File: src/rtl/fm_host_pkg.sv
package fm_host_pkg;
  localparam int unsigned WORD_W = 9;
  localparam int unsigned BYTE_W = 8;
  localparam logic [WORD_W-1:0] A_LFO     = 9'h022;
  localparam logic [WORD_W-1:0] A_TMRA_HI = 9'h024;
  localparam logic [WORD_W-1:0] A_TMRA_LO = 9'h025;
  localparam logic [WORD_W-1:0] A_TMRB    = 9'h026;
  localparam logic [WORD_W-1:0] A_MODE    = 9'h027;
  localparam logic [WORD_W-1:0] A_KEY     = 9'h028;
  localparam logic [WORD_W-1:0] A_DAC_VAL = 9'h02A;
  localparam logic [WORD_W-1:0] A_DAC_ON  = 9'h02B;
  localparam logic [1:0]        CH3_CSM   = 2'd2;
endpackage

File: src/rtl/fm_req_strobe.sv
module fm_req_strobe (
  input  logic clk,
  input  logic rst_n,
  input  logic set,
  output logic fire
);
  logic [1:0] hist_q, hist_n;

  always_comb begin
    hist_n = {hist_q[0], set};
  end

  always_ff @(posedge clk or negedge rst_n) begin
    if (!rst_n) hist_q <= '0;
    else        hist_q <= hist_n;
  end

  assign fire = (hist_q == 2'b01);
endmodule

File: src/rtl/fm_busy_timer.sv
module fm_busy_timer #(
  parameter int unsigned CNT_W = 5
) (
  input  logic clk,
  input  logic rst_n,
  input  logic kick,
  output logic busy_o
);
  logic [CNT_W-1:0] cnt_q, cnt_n;
  logic             hold_q, hold_n;
  logic             show_q;
  logic             wrap;

  assign wrap = &cnt_q;

  always_comb begin
    cnt_n  = cnt_q + 1'b1;
    hold_n = (hold_q & ~wrap) | kick;
  end

  always_ff @(posedge clk or negedge rst_n) begin
    if (!rst_n) begin
      cnt_q  <= '0;
      hold_q <= 1'b0;
      show_q <= 1'b0;
    end else begin
      cnt_q  <= cnt_n;
      hold_q <= hold_n;
      show_q <= hold_q;
    end
  end

  assign busy_o = show_q;
endmodule

File: src/rtl/fm_addr_track.sv
module fm_addr_track #(
  parameter int unsigned WORD_W = 9
) (
  input  logic              clk,
  input  logic              rst_n,
  input  logic              a_en,
  input  logic              d_en,
  input  logic [WORD_W-1:0] word,
  output logic [WORD_W-1:0] addr_o,
  output logic              pend_o,
  output logic [WORD_W-2:0] data_o
);
  logic [WORD_W-1:0] addr_q, addr_n;
  logic              valid_q, valid_n;
  logic              pend_q, pend_n;
  logic [WORD_W-2:0] data_q, data_n;

  always_comb begin
    addr_n  = addr_q;
    valid_n = valid_q;
    pend_n  = pend_q;
    if (a_en) pend_n = 1'b0;
    if (valid_q && d_en) pend_n = 1'b1;
    if (a_en) begin
      if (|word[7:4]) begin
        addr_n  = word;
        valid_n = 1'b1;
      end else begin
        valid_n = 1'b0;
      end
    end
    data_n = pend_n ? word[WORD_W-2:0] : data_q;
  end

  always_ff @(posedge clk or negedge rst_n) begin
    if (!rst_n) begin
      addr_q  <= '0;
      valid_q <= 1'b0;
      pend_q  <= 1'b0;
      data_q  <= '0;
    end else begin
      addr_q  <= addr_n;
      valid_q <= valid_n;
      pend_q  <= pend_n;
      data_q  <= data_n;
    end
  end

  assign addr_o = addr_q;
  assign pend_o = pend_q;
  assign data_o = data_q;
endmodule

File: src/rtl/fm_global_dec.sv
module fm_global_dec
  import fm_host_pkg::*;
(
  input  logic              clk,
  input  logic              rst_n,
  input  logic              d_en,
  input  logic [WORD_W-1:0] word,
  input  logic [WORD_W-1:0] addr,
  output logic              lfo_en,
  output logic [2:0]        lfo_rate,
  output logic [9:0]        tmra_val,
  output logic [7:0]        tmrb_val,
  output logic [1:0]        ch3_mode,
  output logic              csm_on,
  output logic [2:0]        tmra_ctl,
  output logic [2:0]        tmrb_ctl,
  output logic [3:0]        key_ops,
  output logic [2:0]        key_chan,
  output logic              key_chan_bad,
  output logic [8:0]        dac_word,
  output logic              dac_on
);
  typedef struct packed {
    logic       lfo_en;
    logic [2:0] lfo_rate;
    logic [9:0] tmra;
    logic [7:0] tmrb;
    logic [1:0] ch3;
    logic       csm;
    logic [2:0] actl;
    logic [2:0] bctl;
    logic [3:0] kops;
    logic [2:0] kch;
    logic       kbad;
    logic [8:0] dac;
    logic       dacen;
  } glob_t;

  glob_t st_q, st_n;
  logic  hit;
  logic [BYTE_W-1:0] b;

  assign hit = d_en & ~word[WORD_W-1];
  assign b   = word[BYTE_W-1:0];

  always_comb begin
    st_n = st_q;
    if (hit) begin
      unique case (addr)
        A_LFO: begin
          st_n.lfo_en   = b[3];
          st_n.lfo_rate = b[2:0];
        end
        A_TMRA_HI: st_n.tmra[9:2] = b;
        A_TMRA_LO: st_n.tmra[1:0] = b[1:0];
        A_TMRB:    st_n.tmrb      = b;
        A_MODE: begin
          st_n.ch3  = b[7:6];
          st_n.csm  = (b[7:6] == CH3_CSM);
          st_n.actl = {b[4], b[2], b[0]};
          st_n.bctl = {b[5], b[3], b[1]};
        end
        A_KEY: begin
          st_n.kops = b[7:4];
          if (b[1:0] == 2'd3) begin
            st_n.kbad = 1'b1;
            st_n.kch  = '0;
          end else begin
            st_n.kbad = 1'b0;
            st_n.kch  = {1'b0, b[1:0]} + (b[2] ? 3'd3 : 3'd0);
          end
        end
        A_DAC_VAL: st_n.dac[8:1] = b ^ 8'h80;
        A_DAC_ON:  st_n.dacen    = b[7];
        default: ;
      endcase
    end
  end

  always_ff @(posedge clk or negedge rst_n) begin
    if (!rst_n) st_q <= '0;
    else        st_q <= st_n;
  end

  assign lfo_en       = st_q.lfo_en;
  assign lfo_rate     = st_q.lfo_rate;
  assign tmra_val     = st_q.tmra;
  assign tmrb_val     = st_q.tmrb;
  assign ch3_mode     = st_q.ch3;
  assign csm_on       = st_q.csm;
  assign tmra_ctl     = st_q.actl;
  assign tmrb_ctl     = st_q.bctl;
  assign key_ops      = st_q.kops;
  assign key_chan     = st_q.kch;
  assign key_chan_bad = st_q.kbad;
  assign dac_word     = st_q.dac;
  assign dac_on       = st_q.dacen;
endmodule

File: src/rtl/fm_host_regs.sv
module fm_host_regs
  import fm_host_pkg::*;
#(
  parameter int unsigned BUSY_CNT_W = 5
) (
  input  logic              clk,
  input  logic              rst_n,
  input  logic              wr_req,
  input  logic [1:0]        wr_port,
  input  logic [7:0]        wr_data,
  output logic              busy,
  output logic              op_pending,
  output logic [WORD_W-1:0] reg_addr,
  output logic [BYTE_W-1:0] op_data,
  output logic              lfo_en,
  output logic [2:0]        lfo_rate,
  output logic [9:0]        tmra_val,
  output logic [7:0]        tmrb_val,
  output logic [1:0]        ch3_mode,
  output logic              csm_on,
  output logic              tmra_load,
  output logic              tmra_en,
  output logic              tmra_clr,
  output logic              tmrb_load,
  output logic              tmrb_en,
  output logic              tmrb_clr,
  output logic [3:0]        key_ops,
  output logic [2:0]        key_chan,
  output logic              key_chan_bad,
  output logic [8:0]        dac_word,
  output logic              dac_on
);
  logic [WORD_W-1:0] word_q, word_n;
  logic              a_en, d_en;
  logic [2:0]        actl, bctl;

  always_comb begin
    word_n = wr_req ? {wr_port[1], wr_data} : word_q;
  end

  always_ff @(posedge clk or negedge rst_n) begin
    if (!rst_n) word_q <= '0;
    else        word_q <= word_n;
  end

  fm_req_strobe u_astb (.clk(clk), .rst_n(rst_n), .set(wr_req & ~wr_port[0]), .fire(a_en));
  fm_req_strobe u_dstb (.clk(clk), .rst_n(rst_n), .set(wr_req &  wr_port[0]), .fire(d_en));

  fm_busy_timer #(.CNT_W(BUSY_CNT_W)) u_busy (
    .clk(clk), .rst_n(rst_n), .kick(d_en), .busy_o(busy)
  );

  fm_addr_track #(.WORD_W(WORD_W)) u_addr (
    .clk(clk), .rst_n(rst_n), .a_en(a_en), .d_en(d_en), .word(word_q),
    .addr_o(reg_addr), .pend_o(op_pending), .data_o(op_data)
  );

  fm_global_dec u_dec (
    .clk(clk), .rst_n(rst_n), .d_en(d_en), .word(word_q), .addr(reg_addr),
    .lfo_en(lfo_en), .lfo_rate(lfo_rate), .tmra_val(tmra_val), .tmrb_val(tmrb_val),
    .ch3_mode(ch3_mode), .csm_on(csm_on), .tmra_ctl(actl), .tmrb_ctl(bctl),
    .key_ops(key_ops), .key_chan(key_chan), .key_chan_bad(key_chan_bad),
    .dac_word(dac_word), .dac_on(dac_on)
  );

  assign {tmra_clr, tmra_en, tmra_load} = actl;
  assign {tmrb_clr, tmrb_en, tmrb_load} = bctl;
endmodule

File: config.mk
export PLATFORM = sky130hd
export DESIGN_NAME = fm_host_regs
export DESIGN_NICKNAME = d
export VERILOG_FILES = /design/src/rtl/fm_host_pkg.sv /design/src/rtl/fm_req_strobe.sv /design/src/rtl/fm_busy_timer.sv /design/src/rtl/fm_addr_track.sv /design/src/rtl/fm_global_dec.sv /design/src/rtl/fm_host_regs.sv
export SDC_FILE = /design/constraint.sdc
export NUM_CORES = 1
export LEC_CHECK = 0
export ABC_AREA = 1
export BUFFER_PORTS_ARGS = -buffer_cell sky130_fd_sc_hd__buf_2
export CAP_MARGIN = 10
export CELL_PAD_IN_SITES_DETAIL_PLACEMENT = 1
export CELL_PAD_IN_SITES_GLOBAL_PLACEMENT = 1
export CORE_UTILIZATION = 35
export CTS_BUF_LIST = sky130_fd_sc_hd__clkbuf_2
export CTS_CLUSTER_DIAMETER = 150
export DETAILED_ROUTE_END_ITERATION = 8
export PLACE_DENSITY_LB_ADDON = 0.05
export SLEW_MARGIN = 20
export SYNTH_ARGS = -nofsm -noshare
export SYNTH_HDL_FRONTEND = slang
export SYNTH_SLANG_ARGS = --single-unit
File: constraint.sdc
create_clock -name clk -period 1.4 [get_ports clk]
set_clock_uncertainty 0.15 [all_clocks]
set_input_delay 0.07 -clock clk [delete_from_list [all_inputs] [get_ports clk]]
set_output_delay 0.07 -clock clk [all_outputs]
set_load 0.01 [all_outputs]
==> flow_metrics.env <==
export IMPL_sw_frac_of_total_pct=31.89
export IMPL_p_clk_share_pct=24.2
export IMPL_cp_top_family="flip-flops"
export IMPL_layout_drive_gt1_share_pct=42.77
export IMPL_cpMostUsedCell="buf_6"
export IMPL_cts_tree="done"
export IMPL_antenna_found_initial=0
export IMPL_hpwl_mm=6.194
export IMPL_crit_buf_inv=3
export IMPL_ys_types=22
export IMPL_required_ns=1.18
export IMPL_ant_nets=0
export IMPL_cp_start_kind="flop"
export IMPL_max_freq_ghz=0.6356
export IMPL_cts_root_buf="clkbuf_2"
export IMPL_setup_viol=57
export IMPL_areaGrowthSynthToFinish_pct=46.96
export IMPL_combPwrFrac_pct=24.3
export IMPL_clk_pin_slew_ns=0.25
export IMPL_highest_layer="met4"
export IMPL_syn_inst=340
export IMPL_ys_async_sr_fraction_pct=100.0
export IMPL_first_pass_iters=4
export IMPL_period_needed_ns=1.573
export IMPL_crit_slowest_cell="dfrtp_1"
export IMPL_hold_viol=0
export IMPL_cts_inserted_buffers=9
export IMPL_synth_simple_area_share_pct=14.95
export IMPL_rsz0062_at_grt="yes"
export IMPL_io_buffer_count=79
export IMPL_drt_iter0_markers=95
export IMPL_vias=2861
export IMPL_dpl_worst_slack_ns=-0.1058
export IMPL_syn_nets=357
export IMPL_diodes=0
export IMPL_avgSynthCellArea_um2=9.991
export IMPL_synth_edf_count=0
export IMPL_coreArea_um2=9328
export IMPL_p_seq_share_pct=51.5
export IMPL_place_area_um2=4145
export IMPL_wl_per_cell_um=15.44
export IMPL_cts_htree_levels=3
export IMPL_insertion_delay_ns=0.54
export IMPL_status="complete, but fails checks"
export IMPL_wl_met3_um=305
export IMPL_grt_pass1_vias=2921
export IMPL_synth_fa_ha_area_share_pct=1.694
export IMPL_layoutNonFillerInstCount=627
export IMPL_max_cap_violations=0
export IMPL_drv_slew=0
export IMPL_p_leak_nw=2.614
export IMPL_cp_max_fo=2
export IMPL_synth_compound_gate_area_share_pct=12.12
export IMPL_worst_slack_ns=-0.1733
export IMPL_ios=81
export IMPL_synth_top_family_by_area="simple AND/OR/NAND/NOR gates"
export IMPL_cts_sinks=87
export IMPL_ys_dominant_reg_cell="dfrtp_1"
export IMPL_post_place_cells=567
export IMPL_report_power_total_mw=5.600
export IMPL_clock_path_buffers=2
export IMPL_crit_arrival_ns=1.35
export IMPL_routed_wl_mm=9.683
export IMPL_die_h_um=100.5
export IMPL_rows=35
export IMPL_synth_seq_cells=87
export IMPL_powerDensity_nw_per_um2=1122
export IMPL_ff2ff_setup_slack_ns=-0.12
export IMPL_yosys_area_share_xor_xnor_pct=0.5157
export IMPL_grt_pass1_wl_mm=15.32
export IMPL_synth_warnings=0
export IMPL_dieArea_um2=10100
export IMPL_final_cell_mix="86 x dfrtp_1, 76 x nand2_1, 65 x buf_2"
export IMPL_hold_path_class="in -> reg"
export IMPL_grt_max_degree=34
export IMPL_fin_crit_sh_pct=112.4
export IMPL_final_nets=510
export IMPL_critical_path_class="reg -> out"
export IMPL_p_switching_mw=1.786
export IMPL_drt_met1_wl_mm=4.430
export IMPL_die_x_um=100.5
export IMPL_synthMuxAreaShare_pct=0
export IMPL_violations="negative setup slack"
export IMPL_wl_met2_mm=4.843
export IMPL_finalInstanceArea_um2=4992
export IMPL_gr_total_overflow=0
export IMPL_internal_power_mw=3.814
export IMPL_place_gp_congestion=0.7510
export IMPL_grt_use_total_pct=20.38
export IMPL_ir_drop_mv=0.5156
export IMPL_yosysSeqAreaShare_pct=64.09
export IMPL_holdWs_ns=0.1012
export IMPL_critical_path_max_stage_delay_ns=0.45
export IMPL_vias_per_cell=4.563
export IMPL_crit_chain="buf_4 > buf_6 > buf_6"
export IMPL_post_synth_instance_area_um2=3397
export IMPL_layout_commonest_cell="dfrtp_1"
export IMPL_crit_path_end_kind="output port"
export IMPL_start_util_pct=36.42
export IMPL_drcViolationCount=0
-- kinds of logic (layout without fill, tap and decap cells) --
| kind of cell | count (synthesis) | in the layout |
|---|---|---|
| AO/OA/AOI/OAI | 74 | 74 |
| XOR/XNOR | 2 | 2 |
| adder cells (fa/ha/maj) | 4 | 4 |
| buffers and inverters | 47 | 203 |
| flip-flops | 87 | 87 |
| other | 1 | 1 |
| AND/OR/NAND/NOR | 125 | 127 |
-- per-layer routing --
| metal | track usage, % | up-vias |
|---|---|---|
| li1 | - | 1384 |
| met1 | 27.25 | 1415 |
| met2 | 33.40 | 54 |
| met3 | 4.369 | 8 |
| met4 | 6.020 | 0 |
| met5 | 0 | - |
-- final cells by class --
| cell class | instances | area [um^2] |
|---|---|---|
| sequential | 87 | 2178 |
| timing repair buffer | 151 | 1155 |
| inverter | 36 | 135.1 |
| clock inverter | 6 | 68.82 |
| tap | 129 | 161.4 |
| fill | 1081 | 4335 |
| clock buffer | 10 | 50.05 |
| multi-input combinational | 208 | 1244 |
-- what timing repair did --
action | in CTS | in global routing
resized for setup | 44 | 62
endpoints found under the hold margin | 98 | 0
hold buffers | 14 | 0
setup buffers | 5 | 22
cloned | 2 | 1
pin swaps | 5 | 4
setup endpoints to repair | 61 | 110
-- metrics by stage --
stage               utilization [%]  TNS (ns)
floorplan                         -   -0.7213
global placement              44.44   -0.7518
detailed placement            44.44    -2.176
CTS                           49.71    -5.245
global route                  53.52    -13.74
finish                        53.52    -4.500
-- power groups by stage --
stage	logic, mW	clock network [mW]	registers (mW)
6_report	1.36	1.36	2.88
5_1_grt	1.51	1.50	2.92
4_1_cts	1.19	1.39	2.88
3_5_place_dp	0.997	0	2.91
3_3_place_gp	0.976	0	2.90
2_1_floorplan	0.347	0	3.01
-- flip-flops by register name (all words and copies together) (netlist names) --
signal and count:
u_dec.ch3_mode 2, u_dec.dac_on 1, u_busy.hold_q 1, u_dec.tmra_ctl 3, u_dec.key_chan_bad 1, u_addr.addr_o 9, u_dstb.hist_q 2, u_astb.hist_q 2
u_dec.key_ops 4, u_dec.tmrb_val 8, u_busy.cnt_q 5, u_addr.data_o 8, u_addr.valid_q 1, u_dec.lfo_rate 3, u_dec.tmra_val 10, u_dec.dac_word 8
u_dec.key_chan 3, u_dec.csm_on 1, u_dec.lfo_en 1, u_dec.tmrb_ctl 3, u_addr.pend_o 1, u_busy.busy_o 1, word_q 9
-- worst paths after layout --
path,start,endpoint,cells after the start
setup / recovery,u_addr.addr_o[5],reg_addr[5],3
hold / removal,wr_data[7],word_q[7],4
setup reg to reg,u_addr.addr_o[5],u_dec.tmra_val[6],8
hold reg to reg,u_busy.hold_q,u_busy.busy_o,0
max in group asynchronous,rst_n,u_addr.addr_o[1],4
min in group asynchronous,rst_n,u_busy.hold_q,3
-- Yosys cell counts, types with 2 or more instances --
master | n | area [um^2]
nand2_1 | 98 | 367.9
dfrtp_1 | 87 | 2177
o21ai_0 | 56 | 280.3
inv_1 | 36 | 135.1
nor2_1 | 14 | 52.55
o21ai_1 | 9 | 45.04
nand3_1 | 8 | 40.04
o21ai_2 | 8 | 70.07
buf_6 | 5 | 56.30
ha_1 | 3 | 37.54
clkbuf_1 | 2 | 7.510
clkbuf_2 | 2 | 10.01
nand2_4 | 2 | 22.52
xor2_1 | 2 | 17.52
-- worst register-to-register path, stage by stage (launching register included) --
cell and delay [ns]:
dfrtp_1 0.42, inv_1 0.05, nor2_1 0.10, nand2_1 0.09, nor2_4 0.19, buf_6 0.18, nand2_8 0.12, nand2_1 0.09
o21ai_1 0.06
Power figures use the tool's default switching activity.
